==> src/rtl/ssq_pkg.sv <==
package ssq_pkg;

  typedef enum logic [1:0] {
    ST_CHG_LOW  = 2'd0,
    ST_CHG_FULL = 2'd1,
    ST_HOLD     = 2'd2,
    ST_THERM    = 2'd3
  } src_state_e;

  localparam logic [1:0] SEL_OFF  = 2'b00;
  localparam logic [1:0] SEL_LOW  = 2'b01;
  localparam logic [1:0] SEL_FULL = 2'b10;

  function automatic logic is_charging(input src_state_e s);
    return (s == ST_CHG_LOW) || (s == ST_CHG_FULL);
  endfunction

  function automatic src_state_e charge_level(input logic above_inh);
    return above_inh ? ST_CHG_FULL : ST_CHG_LOW;
  endfunction

  function automatic src_state_e next_state(
    input src_state_e s,
    input logic       above_inh,
    input logic       at_on,
    input logic       at_restart,
    input logic       therm
  );
    src_state_e n;
    n = s;
    if (therm) begin
      n = ST_THERM;
    end else begin
      case (s)
        ST_CHG_LOW, ST_CHG_FULL: n = at_on ? ST_HOLD : charge_level(above_inh);
        ST_HOLD:                 n = at_restart ? charge_level(above_inh) : ST_HOLD;
        default:                 n = charge_level(above_inh);
      endcase
    end
    return n;
  endfunction

  function automatic logic [1:0] sel_code(input src_state_e s, input logic hv);
    logic [1:0] c;
    if (!hv) c = SEL_OFF;
    else begin
      case (s)
        ST_CHG_LOW:  c = SEL_LOW;
        ST_CHG_FULL: c = SEL_FULL;
        default:     c = SEL_OFF;
      endcase
    end
    return c;
  endfunction

endpackage

==> src/rtl/ssq_state_fsm.sv <==
module ssq_state_fsm
  import ssq_pkg::*;
(
  input  logic       clk,
  input  logic       rst_n,
  input  logic       above_inh,
  input  logic       at_on,
  input  logic       at_restart,
  input  logic       therm,
  output src_state_e state,
  output logic       stop_entry,
  output logic       restart_evt
);

  src_state_e state_q;
  src_state_e state_d;

  always_comb begin
    state_d = next_state(state_q, above_inh, at_on, at_restart, therm);
  end

  // Charge -> hold transition this edge: a turn-on crossing.
  assign stop_entry  = is_charging(state_q) && (state_d == ST_HOLD);
  // Hold -> charge transition this edge: a top-up begins.
  assign restart_evt = (state_q == ST_HOLD) && is_charging(state_d);

  always_ff @(posedge clk or negedge rst_n) begin
    if (!rst_n) state_q <= ST_CHG_LOW;
    else        state_q <= state_d;
  end

  assign state = state_q;

endmodule

==> src/rtl/ssq_start_track.sv <==
module ssq_start_track #(
  parameter int unsigned START_CROSSING = 2
) (
  input  logic clk,
  input  logic rst_n,
  input  logic therm,
  input  logic stop_entry,
  output logic start_pulse
);

  localparam int unsigned CW = (START_CROSSING < 2) ? 1 : $clog2(START_CROSSING);
  localparam logic [CW-1:0] LAST_IDX = CW'(START_CROSSING - 1);

  logic [CW-1:0] cross_cnt;
  logic          started;
  logic          pulse_q;

  always_ff @(posedge clk or negedge rst_n) begin
    if (!rst_n) begin
      cross_cnt <= '0;
      started   <= 1'b0;
      pulse_q   <= 1'b0;
    end else if (therm) begin
      cross_cnt <= '0;
      started   <= 1'b0;
      pulse_q   <= 1'b0;
    end else begin
      pulse_q <= 1'b0;
      if (stop_entry && !started) begin
        if (cross_cnt == LAST_IDX) begin
          pulse_q <= 1'b1;
          started <= 1'b1;
        end else begin
          cross_cnt <= cross_cnt + 1'b1;
        end
      end
    end
  end

  assign start_pulse = pulse_q;

endmodule

==> src/rtl/ssq_sel_drive.sv <==
module ssq_sel_drive
  import ssq_pkg::*;
(
  input  src_state_e state,
  input  logic       hv,
  output logic [1:0] sel
);

  always_comb begin
    sel = sel_code(state, hv);
  end

endmodule

==> src/rtl/ssq_supply_keeper.sv <==
module ssq_supply_keeper
  import ssq_pkg::*;
#(
  parameter int unsigned START_CROSSING = 2
) (
  input  logic       clk,
  input  logic       vcc_rst_n,
  input  logic       hv_ok,
  input  logic       vcc_gt_inh,
  input  logic       vcc_gt_on,
  input  logic       vcc_lt_restart,
  input  logic       tsd_flag,
  output logic [1:0] src_sel,
  output logic       ctl_start
);

  src_state_e state;
  logic       stop_entry;
  logic       restart_evt;

  ssq_state_fsm u_fsm (
    .clk        (clk),
    .rst_n      (vcc_rst_n),
    .above_inh  (vcc_gt_inh),
    .at_on      (vcc_gt_on),
    .at_restart (vcc_lt_restart),
    .therm      (tsd_flag),
    .state      (state),
    .stop_entry (stop_entry),
    .restart_evt(restart_evt)
  );

  ssq_start_track #(.START_CROSSING(START_CROSSING)) u_start (
    .clk        (clk),
    .rst_n      (vcc_rst_n),
    .therm      (tsd_flag),
    .stop_entry (stop_entry),
    .start_pulse(ctl_start)
  );

  ssq_sel_drive u_sel (
    .state(state),
    .hv   (hv_ok),
    .sel  (src_sel)
  );

endmodule

==> config.mk <==
export PLATFORM = sky130hd
export DESIGN_NAME = ssq_supply_keeper
export DESIGN_NICKNAME = d
export VERILOG_FILES = /design/src/rtl/ssq_pkg.sv /design/src/rtl/ssq_state_fsm.sv /design/src/rtl/ssq_start_track.sv /design/src/rtl/ssq_sel_drive.sv /design/src/rtl/ssq_supply_keeper.sv
export SDC_FILE = /design/constraint.sdc
export NUM_CORES = 1
export LEC_CHECK = 0
export ABC_CLOCK_PERIOD_IN_PS = 1400
export BUFFER_PORTS_ARGS = -buffer_cell sky130_fd_sc_hd__buf_2
export CORE_AREA = 2 2 39 41
export CTS_CLUSTER_SIZE = 16
export DETAILED_ROUTE_END_ITERATION = 16
export DIE_AREA = 0 0 41 43
export PLACE_DENSITY = 0.38
export SLEW_MARGIN = 25
export SYNTH_ARGS = -nofsm -noshare
export SYNTH_HDL_FRONTEND = slang
export SYNTH_SLANG_ARGS = --single-unit
==> constraint.sdc <==
create_clock -name clk -period 1.4 [get_ports clk]
set_input_delay 0.28 -clock clk [delete_from_list [all_inputs] [get_ports clk]]
set_output_delay 0.28 -clock clk [all_outputs]
set_load 0.01 [all_outputs]
# [Word level (Yosys, flattened, before mapping)]
# Cells that the tools add are included.
[word_totals] ff_bits=5 out_inout_bits=3 wordCells=33
[op_classes] addsub=1 eq_ne=3 muxes=16 reduce_logical=9
[ops] operator="1-bit two-way mux" n=10
[ops] operator="2-bit two-way mux" n=4
[ops] operator="2-bit one-hot mux with 2 select lines" n=2
[ops] operator="2-bit equality test, second input constant" n=2
[ops] operator="2-bit nonzero test" n=2
[ops] operator="2-bit by 1-bit equality test with 1-bit output, second input constant" n=1
[ops] operator="1-bit logical AND" n=2
[ops] operator="2-bit logical NOT" n=1
[ops] operator="2-bit AND reduction" n=1
[ops] operator="2-bit OR reduction" n=1
[ops] operator="1-bit adder, second input constant" n=1
[ops] operator="1-bit logical NOT" n=1
[ops] operator="1-bit logical OR" n=1

# [Longest topological paths before layout]
[logic_depth] word_depth=9 ltp_mapped=2

# [Hierarchy]
# A second synthesis with hierarchy kept.
[unflattened] hier_cells=19 hier_area_um2=239.0
[by_module_without_submodules] mod="ssq_start_track" instances=1 cells_each=9 area_per_inst_um2=120.1 seq_area_each_um2=75.1
[by_module_without_submodules] mod="ssq_state_fsm" instances=1 cells_each=8 area_per_inst_um2=97.6 seq_area_each_um2=50.0
[by_module_without_submodules] mod="ssq_sel_drive" instances=1 cells_each=2 area_per_inst_um2=21.3 seq_area_each_um2=0.0

# [Worst setup path after synthesis]
# OpenSTA, ideal clock, no wires.
[synth_timing] path_type="flip-flop to flip-flop" startpoint="reg u_fsm.state_q[0], in the netlist u_fsm.state[0]" endpoint="reg u_fsm.state_q[0], in the netlist u_fsm.state[0]" setup_ns=0.120 t_arrival_ns=0.939 t_required_ns=1.280 slack_ns=0.341 stages_incl_launch_ff=3 synth_period_minus_slack_ns=1.059 path_cell_list="dfrtp_1 -> or3b_1 -> a31o_1"
[synth_between] elab_chain_cells=4
[synth_rtl] element="from (decl)" line_no="ssq_state_fsm.sv:15" rtl="src_state_e state_q;"
[synth_rtl] element="from (signal assigned)" line_no="ssq_state_fsm.sv:29" rtl="else state_q <= state_d;"
[synth_rtl] element="2-bit by 1-bit equality test with 1-bit output / 2-bit logical NOT (equally long branches)" line_no="ssq_pkg.sv:34" rtl="case (s)"
[synth_rtl] element="2-bit OR reduction" line_no="ssq_pkg.sv:34"
[synth_rtl] element="2-bit one-hot mux with 2 select lines (*)" line_no="ssq_pkg.sv:34"
[synth_rtl] element="2-bit two-way mux (*)" line_no="ssq_pkg.sv:31" rtl="if (therm) begin"
[synth_rtl] element="named net u_fsm.state_d[0]" line_no="ssq_state_fsm.sv:16" rtl="src_state_e state_d;"
# The timed path passes the listed nets; every way through them passes the cells marked *.
# A chain may end at the register's enable or synchronous reset.

# [Final worst setup path]
[layout_timing] startpoint="reg u_fsm.state_q[1], in the netlist u_fsm.state[1]" endpoint="out src_sel[0]"
[layout_between] elab_chain_cells=3
[layout_rtl] element="2-bit by 1-bit equality test with 1-bit output / 2-bit logical NOT (equally long branches)" line_no="ssq_pkg.sv:47" rtl="case (s)"
[layout_rtl] element="2-bit one-hot mux with 2 select lines (*)" line_no="ssq_pkg.sv:47"
[layout_rtl] element="2-bit two-way mux (*)" line_no="ssq_pkg.sv:45" rtl="if (!hv) c = SEL_OFF;"
[layout_rtl] element="to (decl)" line_no="ssq_supply_keeper.sv:13" rtl="output logic [1:0] src_sel,"
# Every way passes the cells marked *; elsewhere a longest branch is shown, timed or not.

==> flow_summary_export.csv <==
group,metric,value,unit
outcome,run_status,"complete, no violations",
sta,clock.fmax,0.784,GHz
logic_synthesis,yosysSeqAreaShare,0.592,
cts,cts.sink_count,5,
sta,grt_setup_unrepaired,"false",
detailed_routing,routed-via-count,181,
power_and_ir_drop,p_total,361,µW
die,num_rows,14,
sta,relSlewSlack,0.889,
worst_setup_path,reg2reg_slack,290,ps
sta,whs,260,ps
logic_synthesis,ys_top_cells_by_area,"dfrtp_1 59%, nand3b_1 7.1%, a21oi_1 4.7%",
logic_synthesis,synth_top_family_by_area,"simple AND/OR/NAND/NOR gates",
logic_synthesis,syn-instance-count,18,
logic_synthesis,synth_cell_types,11,
placed_design,port_buffers,9,
logic_synthesis,netlist.area_leader.share,0.592,
worst_setup_path,timing.rr.start,"u_fsm.state[1]$_DFF_PN0_",
sta,period_share,0.911,
power_and_ir_drop,ir_worst_vdd,0.000246,V
flow_run,cap_violations,0,
logic_synthesis,yosysTopAreaCell,"dfrtp_1",
die,io_pins,10,
die,core_area,1380,µm²
cts,cts_max_level,1,
sta,setup_viol_count_final,0,
detailed_routing,viasPerCell,3.77,
worst_setup_path,end_kind,"output port",
worst_setup_path,required,1120,ps
global_route,grt_pass1_vias,207,
logic_synthesis,yosysWarningCount,0,
logic_synthesis,syn_nets,25,
finish,final_common_cell,"buf_2",
finish,final_cell_count_no_fill,48,
finish,drive_gt1_frac,0.406,
min_path,hp-class,"input port to register",
logic_synthesis,muxShareOfSynthArea,0,
worst_setup_path,critPathArrivalTime,1000,ps
finish,syn2layout_area_growth,47.9,%
logic_synthesis,synth_area,211,µm²
global_route,grt_pass1_wl,786,µm
placed_design,place.gp.congestion,0.667,
logic_synthesis,post_synth.cell_area_avg,11.7,µm²
placed_design,place_inst,43,
die,fp.dieW,41,µm
sta,min_period,1280,ps
die,die_area,1760,µm²
finish,seqCellArea,125,µm²
logic_synthesis,synth_compound_area_frac,0.0888,
global_route,grt_usage,0.0715,
worst_setup_path,critPathMaxFanout,6,
sta,tns,0,ps
finish,diodes,0,
detailed_routing,wl,478,µm
sta,clock_skew,3.78,ps
worst_setup_path,r2r-end,"u_start.cross_cnt$_DFFE_PN0P_",
logic_synthesis,synth-adder-area-share,0,
sta,final_max_slew_viol_count,0,
min_path,hold_start,"tsd_flag",
global_route,grt_max_degree,7,
cts,cts.clk_slew.worst_paths,50,ps
logic_synthesis,synth_simple_gate_area_frac,0.284,
detailed_routing,drt-initial-drc-count,7,
min_path,hold-path-endpoint,"u_start.started$_DFFE_PN0P_",
detailed_routing,firstDrtPassIters,2,
logic_synthesis,synth_seq_cells,5,
cts,cts_tree,"done",
finish,mostFrequentLayoutCells,"9 x buf_2, 5 x dfrtp_1, 3 x clkbuf_4",
cts,clock-root-buffer,"clkbuf_4",
global_route,antenna_found_initial,0,
cts,clk_path_buf_depth,2,
finish,final_cell_area,313,µm²
sta,worstMarginPinSlew,165,ps
worst_setup_path,start_kind,"register",
sta,hold_viol,0,
worst_setup_path,reg2reg_depth,2,
cts,post_cts_buffers,0,
global_route,grt_remaining_overflow,0,
detailed_routing,antenna_left,0,
sta,fin_ws,125,ps
logic_synthesis,synth_xor_area_frac,0,
min_path,holdPathStages,2,
placed_design,place_area,277,µm²
cts,worst_skew_pair.late_latency,240,ps
worst_setup_path,crit_type,"register to output port",
finish,nFillCells,163,
detailed_routing,avgRoutedWirePerCell,9.96,µm
cts,numCtsBuffers,3,
die,fp.dieH,43,µm
placed_design,preCtsSetupSlack,295,ps
finish,fin_util,0.226,
die,start_util,0.153,
power_and_ir_drop,power.density,1150,nW/µm²
power_and_ir_drop,p_leak,0.150,nW
detailed_routing,drc,0,
finish,nets,40,
finish,multiInputGateArea,78.8,µm²
[Yosys cell counts]
library cell and instances:
nand3b_1 2, nand2b_1 1, a21oi_1 2, or3b_2 1, dfrtp_1 5, nor3b_1 1, inv_1 2, nor3_1 1
a31o_1 1, and3b_1 1, or3b_1 1
[flip-flops by register name, indices dropped and copies added (netlist names)]
signal	cells
u_start.start_pulse	1
u_fsm.state	2
u_start.cross_cnt	1
u_start.started	1
[logic make-up (layout without fill, tap and decap cells)]
family	Yosys count	after routing
simple gates	8	8
flops	5	5
compound gates	3	3
buf+inv	2	16
[layer usage]
layer  global-route usage  routed length (µm)  vias up
met5                    0                   0        -
met4               0.0600                   0        0
met3               0.0314                  59        0
met2               0.0875                 176       10
met1               0.0909                 242       79
li1                     -                   -       92
[layout make-up]
| class | count | share of cell area |
|---|---|---|
| clock buffer | 4 | 0.0840 |
| sequential | 5 | 0.400 |
| inverter | 2 | 0.0240 |
| tap | 16 | 0.0640 |
| timing repair buffer | 10 | 0.176 |
| multi-input combinational | 11 | 0.252 |
[critical path, stage by stage, from the launching register on]
cell	delay, ps
dfrtp_1	400
nor3b_1	190
buf_2	160
[how the worst max path moves through the flow]
stage	slack, ps	start	end
after global placement	320	u_fsm.state[1]$_DFF_PN0_	u_start.cross_cnt$_DFFE_PN0P_
after floorplan	340	u_fsm.state[0]$_DFF_PN0_	u_fsm.state[0]$_DFF_PN0_
after detailed placement	290	u_fsm.state[1]$_DFF_PN0_	u_start.cross_cnt$_DFFE_PN0P_
after CTS	110	u_fsm.state[1]$_DFF_PN0_	src_sel[0]
final	120	u_fsm.state[1]$_DFF_PN0_	src_sel[0]
after global routing	30	u_fsm.state[1]$_DFF_PN0_	src_sel[0]
[report_power, final]
part	internal (mW)	leakage, nW	switching (mW)
registers	0.153	0.0627	0.00561
logic	0.0201	0.0721	0.0157
clock network	0.108	0.0150	0.0592
total	0.281	0.150	0.0805
[what timing repair did]
item | 4_1_cts | 5_1_grt
endpoints found under the hold margin | 5 | 0
endpoints found under the setup margin | 0 | 0
resized for setup | 0 | 0
hold buffers | 1 | 0
No activity file was read; power rests on OpenSTA's default activity.
